### src/rtl/trace_pkg.sv
package trace_pkg;
  parameter int NIB_W = 4;
  localparam int BYTE_W = 2 * NIB_W;

  typedef logic [NIB_W-1:0]  nib_t;
  typedef logic [BYTE_W-1:0] byte_t;

  localparam nib_t START_A = nib_t'(4'hC);
  localparam nib_t START_B = nib_t'(4'hD);
  localparam nib_t START_C = nib_t'(4'hF);

  function automatic logic is_start(input nib_t n);
    return (n == START_A) || (n == START_B) || (n == START_C);
  endfunction
endpackage

### src/rtl/trace_start_gate.sv
module trace_start_gate
  import trace_pkg::*;
(
  input  logic clk_i,
  input  logic rst_ni,
  input  logic quiesce_i,
  input  nib_t nib_i,
  output logic started_o,
  output logic accept_o
);
  logic started_q;
  logic hit;

  assign hit      = !quiesce_i && is_start(nib_i);
  assign accept_o = !quiesce_i && (started_q || hit);
  assign started_o = started_q;

  always_ff @(posedge clk_i or negedge rst_ni) begin
    if (!rst_ni)  started_q <= 1'b0;
    else if (hit) started_q <= 1'b1;
  end

  // started only rises on a start code seen while not quiesced
  assert_start_code_R7: assert property (@(posedge clk_i) disable iff (!rst_ni)
    !started_q && !(is_start(nib_i) && !quiesce_i) |=> !started_q);
endmodule

### src/rtl/trace_pair.sv
module trace_pair
  import trace_pkg::*;
(
  input  logic  clk_i,
  input  logic  rst_ni,
  input  logic  quiesce_i,
  input  logic  accept_i,
  input  nib_t  nib_i,
  output byte_t byte_o,
  output logic  emit_o,
  output logic  mid_o
);
  logic  odd_q;
  nib_t  hi_q;
  byte_t byte_q;

  assign emit_o = accept_i &&  odd_q;
  assign mid_o  = accept_i && !odd_q;
  assign byte_o = byte_q;

  always_ff @(posedge clk_i or negedge rst_ni) begin
    if (!rst_ni) begin
      odd_q  <= 1'b0;
      hi_q   <= '0;
      byte_q <= '0;
    end else if (quiesce_i) begin
      odd_q <= 1'b0;  // partial pair dropped
    end else if (accept_i) begin
      odd_q <= ~odd_q;
      if (odd_q) byte_q <= {hi_q, nib_i};
      else       hi_q   <= nib_i;
    end
  end

  assert_hold_two_R2: assert property (@(posedge clk_i) disable iff (!rst_ni)
    emit_o |=> !emit_o);
  assert_quiesce_hold_R8: assert property (@(posedge clk_i) disable iff (!rst_ni)
    quiesce_i |=> $stable(byte_q));
endmodule

### src/rtl/trace_sclk_gen.sv
module trace_sclk_gen (
  input  logic clk_i,
  input  logic rst_ni,
  input  logic quiesce_i,
  input  logic emit_i,
  input  logic mid_i,
  output logic sclk_o
);
  logic sclk_q;
  logic live_q;  // a byte has been emitted since start or resume

  always_ff @(posedge clk_i or negedge rst_ni) begin
    if (!rst_ni) begin
      sclk_q <= 1'b0;
      live_q <= 1'b0;
    end else if (quiesce_i) begin
      sclk_q <= 1'b0;
      live_q <= 1'b0;
    end else if (emit_i) begin
      sclk_q <= 1'b0;
      live_q <= 1'b1;
    end else if (mid_i) begin
      sclk_q <= live_q;
    end
  end

  assign sclk_o = sclk_q;

  assert_quiesce_low_R8: assert property (@(posedge clk_i) disable iff (!rst_ni)
    quiesce_i |=> !sclk_q);
  assert_fall_on_emit_R4: assert property (@(posedge clk_i) disable iff (!rst_ni)
    emit_i |=> !sclk_q);
endmodule

### src/rtl/trace_packer.sv
module trace_packer
  import trace_pkg::*;
(
  input  logic             clk_i,
  input  logic             rst_ni,
  input  logic             quiesce_i,
  input  logic [NIB_W-1:0] nib_i,
  output logic [BYTE_W-1:0] trace_o,
  output logic             sclk_o
);
  logic started, accept, emit, mid;

  trace_start_gate u_gate (
    .clk_i, .rst_ni, .quiesce_i, .nib_i,
    .started_o(started), .accept_o(accept)
  );

  trace_pair u_pair (
    .clk_i, .rst_ni, .quiesce_i, .accept_i(accept), .nib_i,
    .byte_o(trace_o), .emit_o(emit), .mid_o(mid)
  );

  trace_sclk_gen u_sclk (
    .clk_i, .rst_ni, .quiesce_i, .emit_i(emit), .mid_i(mid), .sclk_o
  );

  assert_idle_before_start_R6: assert property (@(posedge clk_i) disable iff (!rst_ni)
    !started |-> (!sclk_o && trace_o == '0));
  assert_change_while_low_R4: assert property (@(posedge clk_i) disable iff (!rst_ni)
    !$stable(trace_o) |-> !sclk_o);
  assert_rise_stable_R4: assert property (@(posedge clk_i) disable iff (!rst_ni)
    $rose(sclk_o) |-> $stable(trace_o));
endmodule

### config.mk
export PLATFORM = sky130hd
export DESIGN_NAME = trace_packer
export DESIGN_NICKNAME = d
export VERILOG_FILES = /design/src/rtl/trace_pkg.sv /design/src/rtl/trace_start_gate.sv /design/src/rtl/trace_pair.sv /design/src/rtl/trace_sclk_gen.sv /design/src/rtl/trace_packer.sv
export SDC_FILE = /design/constraint.sdc
export NUM_CORES = 1
export LEC_CHECK = 0
export CAP_MARGIN = 20
export CORE_MARGIN = 8
export CORE_UTILIZATION = 46
export CTS_CLUSTER_SIZE = 16
export DETAILED_ROUTE_END_ITERATION = 8
export GPL_TIMING_DRIVEN = 0
export PLACE_DENSITY = 0.8
export SYNTH_ARGS = -nofsm -noshare
export SYNTH_HDL_FRONTEND = slang
export SYNTH_HIERARCHICAL = 1
export SYNTH_SLANG_ARGS = --single-unit
### constraint.sdc
create_clock -name clk_i -period 1.7 [get_ports clk_i]
set_input_delay 0.34 -clock clk_i [delete_from_list [all_inputs] [get_ports clk_i]]
set_output_delay 0.34 -clock clk_i [all_outputs]
set_load 0.02 [all_outputs]
==> results.cfg <==
[global_route]
grt_pass1_vias = 462
grt_overflow = 0
antenna_found_initial = 0
grt_pass1_wl_um = 1860
grt_max_degree = 17
grt_usage_pct = 8.84

[power_and_ir_drop]
pwr-share-comb_pct = 35.4
peakVddDrop_v = 0.000776
switching_share_pct = 29.6
switchingPower_mw = 0.325
pwr-share-seq_pct = 47.6
leakagePower_nw = 0.432
clkPwrFrac_pct = 17.0
intPower_mw = 0.774
pwr_density_cell_nw_per_um2 = 1230

[worst_setup_path]
crit_type = primary input to register
cp-start-kind = primary input
critPathTopFamily = buffers and inverters
endpoint_kind = register
worstSetupPathDepth = 5
worstRegToRegCells = 4
cp_slowest_cell = clkdlybuf4s50_1
crit_required_ps = 1870
critPathMaxFanout = 4
cp_slowest_stage_delay_ps = 500
crit_arrival_ps = 1840
reg2reg_slack_ps = 320
critPathBufInv = 1
path_cells = clkdlybuf4s50_1 > o211ai_2 > a21oi_4 > nor3b_4 > mux2_2

[routing]
wl_per_cell_um = 14.8
via_per_inst = 5.05
drc = 0
drt-total-wl_um = 1170
dr.pass1.iters = 2
vias = 399
drt_iter0_markers = 3
postRouteAntennaNets = 0

[sta]
hold_ws_ps = 377
max_slew_margin_pct = 54.7
hold_violations = 0
final.period_utilization_pct = 98.4
slew_violations = 0
post-route-min-period_ps = 1670
tightest_slew_ps = 678
fin_worst_skew_ps = 1.40
setup_tns_ps = 0
rsz0062_at_grt = no
max_freq_mhz = 598
setup_violations = 0

[logic_synthesis]
yosysSeqAreaShare_pct = 61.0
synth_area_um2 = 657
ys_seq_elements = 16
synthTopCellsByArea = dfrtp_1 (61%), mux2_2 (21%), nand3b_4 (3.0%)
synth_top_area_cell = dfrtp_1
syn_inst = 43
synth.avg_cell_area_um2 = 15.3
yosysTopAreaCellShare_pct = 61.0
synth_nets = 50
synth_warnings = 6
synth_cell_types = 14

[layout]
diodes = 0
utilization_pct = 67.7
final_nets = 73
final_common_cell = dfrtp_1
postLayoutCellArea_um2 = 892
area_growth_pct = 35.8
drive_gt1_share_pct = 35.9
final_cell_mix = dfrtp_1 (16), mux2_2 (12), clkdlybuf4s50_1 (11)
fin_cells = 79

[clock_tree]
clk_pin_slew_worst_paths_ps = 80
clk_latency_ps = 270
cts_buffers = 3
cts-root-buf = clkbuf_4
cts_hold_buffers = 0
cts_tree = yes
cts_max_path_buffers = 2
clock_sinks = 16
htree_levels = 1

[place]
place_congestion = 0.705
portBuffers = 15
dp_cells = 73
placed_cell_area_um2 = 826

[floorplan]
die-area_um2 = 2890
core_area_um2 = 1320
die_w_um = 53.8
io_pins = 16
start_util_pct = 49.9
rows = 13
die_height_um = 53.8

[status]
status = completed

[worst_hold_path]
min_path_cells = 2
hold_class = primary input to register

[flow_run]
cap_violations = 0
==> cells in the mapped netlist <==
cell / instances
nor2_1: 3
mux2i_1: 1
o21ai_1: 1
nor3b_4: 1
a21oi_1: 1
and2_1: 1
mux2_2: 12
inv_1: 2
dfrtp_1: 16
nand3b_4: 1
xnor2_1: 1
nor2b_1: 1
o211ai_2: 1
nor3_2: 1
==> state kept, by name (all words and copies together) (netlist names) <==
| name | flops |
|---|---|
| u_gate/started_o | 1 |
| u_sclk/live_q | 1 |
| u_pair/byte_o | 8 |
| u_sclk/sclk_o | 1 |
| u_pair/hi_q | 4 |
| u_pair/odd_q | 1 |
==> through the flow <==
stage | total power [mW] | setup slack (ps)
floorplan | 0.724 | 54.2
global placement | 0.912 | -604
detailed placement | 0.919 | -573
CTS | 1.12 | 0.214
global route | 1.16 | 2.15
finish | 1.10 | 27.8
==> per-layer routing <==
layer  up-vias  part of all wire, %  global-route usage, %
met1       196                   43                   9.11
met5         -                    0                      0
met2         9                   52                   15.3
met4         0                  1.9                   3.78
li1        192                    -                      -
met3         2                  3.0                   3.86
==> power groups by stage <==
stage	Clock, mW	Sequential (mW)	Combinational [mW]
2_1_floorplan	0	0.619	0.105
3_3_place_gp	0	0.527	0.385
3_5_place_dp	0	0.531	0.387
4_1_cts	0.197	0.523	0.396
5_1_grt	0.213	0.536	0.413
6_report	0.187	0.523	0.389
==> cell type report <==
type | count | area [um2]
fillers | 86 | 425
flip-flops and latches | 16 | 400
multi-input cells | 25 | 260
inverters | 2 | 7.51
repair buffers | 18 | 183
well taps | 15 | 18.8
clock buffers | 3 | 22.5
==> final timing paths <==
check | from | endpoint
setup / recovery | nib_i[2] | u_pair/hi_q[0]$_DFFE_PN0P_
setup reg to reg | u_gate/started_o$_DFFE_PN0P_ | u_pair/hi_q[0]$_DFFE_PN0P_
max in group asynchronous | rst_ni | u_pair/hi_q[2]$_DFFE_PN0P_
hold / removal | nib_i[1] | u_pair/byte_o[1]$_DFFE_PN0P_
min in group asynchronous | rst_ni | u_sclk/live_q$_DFFE_PN0P_
hold reg to reg | u_pair/byte_o[6]$_DFFE_PN0P_ | u_pair/byte_o[6]$_DFFE_PN0P_
==> cells by family (layout without fill, tap and decap cells) <==
family | after synthesis | count (layout) | share of synthesized area (%)
AO/OA/AOI/OAI | 3 | 3 | 3.43
XOR/XNOR | 1 | 1 | 1.33
buffers and inverters | 2 | 23 | 1.14
flip-flops | 16 | 16 | 61.0
multiplexers | 13 | 13 | 22.1
AND/OR/NAND/NOR | 8 | 8 | 11.0
==> what timing repair did <==
item | CTS | global route
gates resized for setup | 2 | 4
setup buffers | 3 | 0
endpoints found under the setup margin | 13 | 12
pin swaps | 1 | 1
No activity file was read; power rests on OpenSTA's default activity.
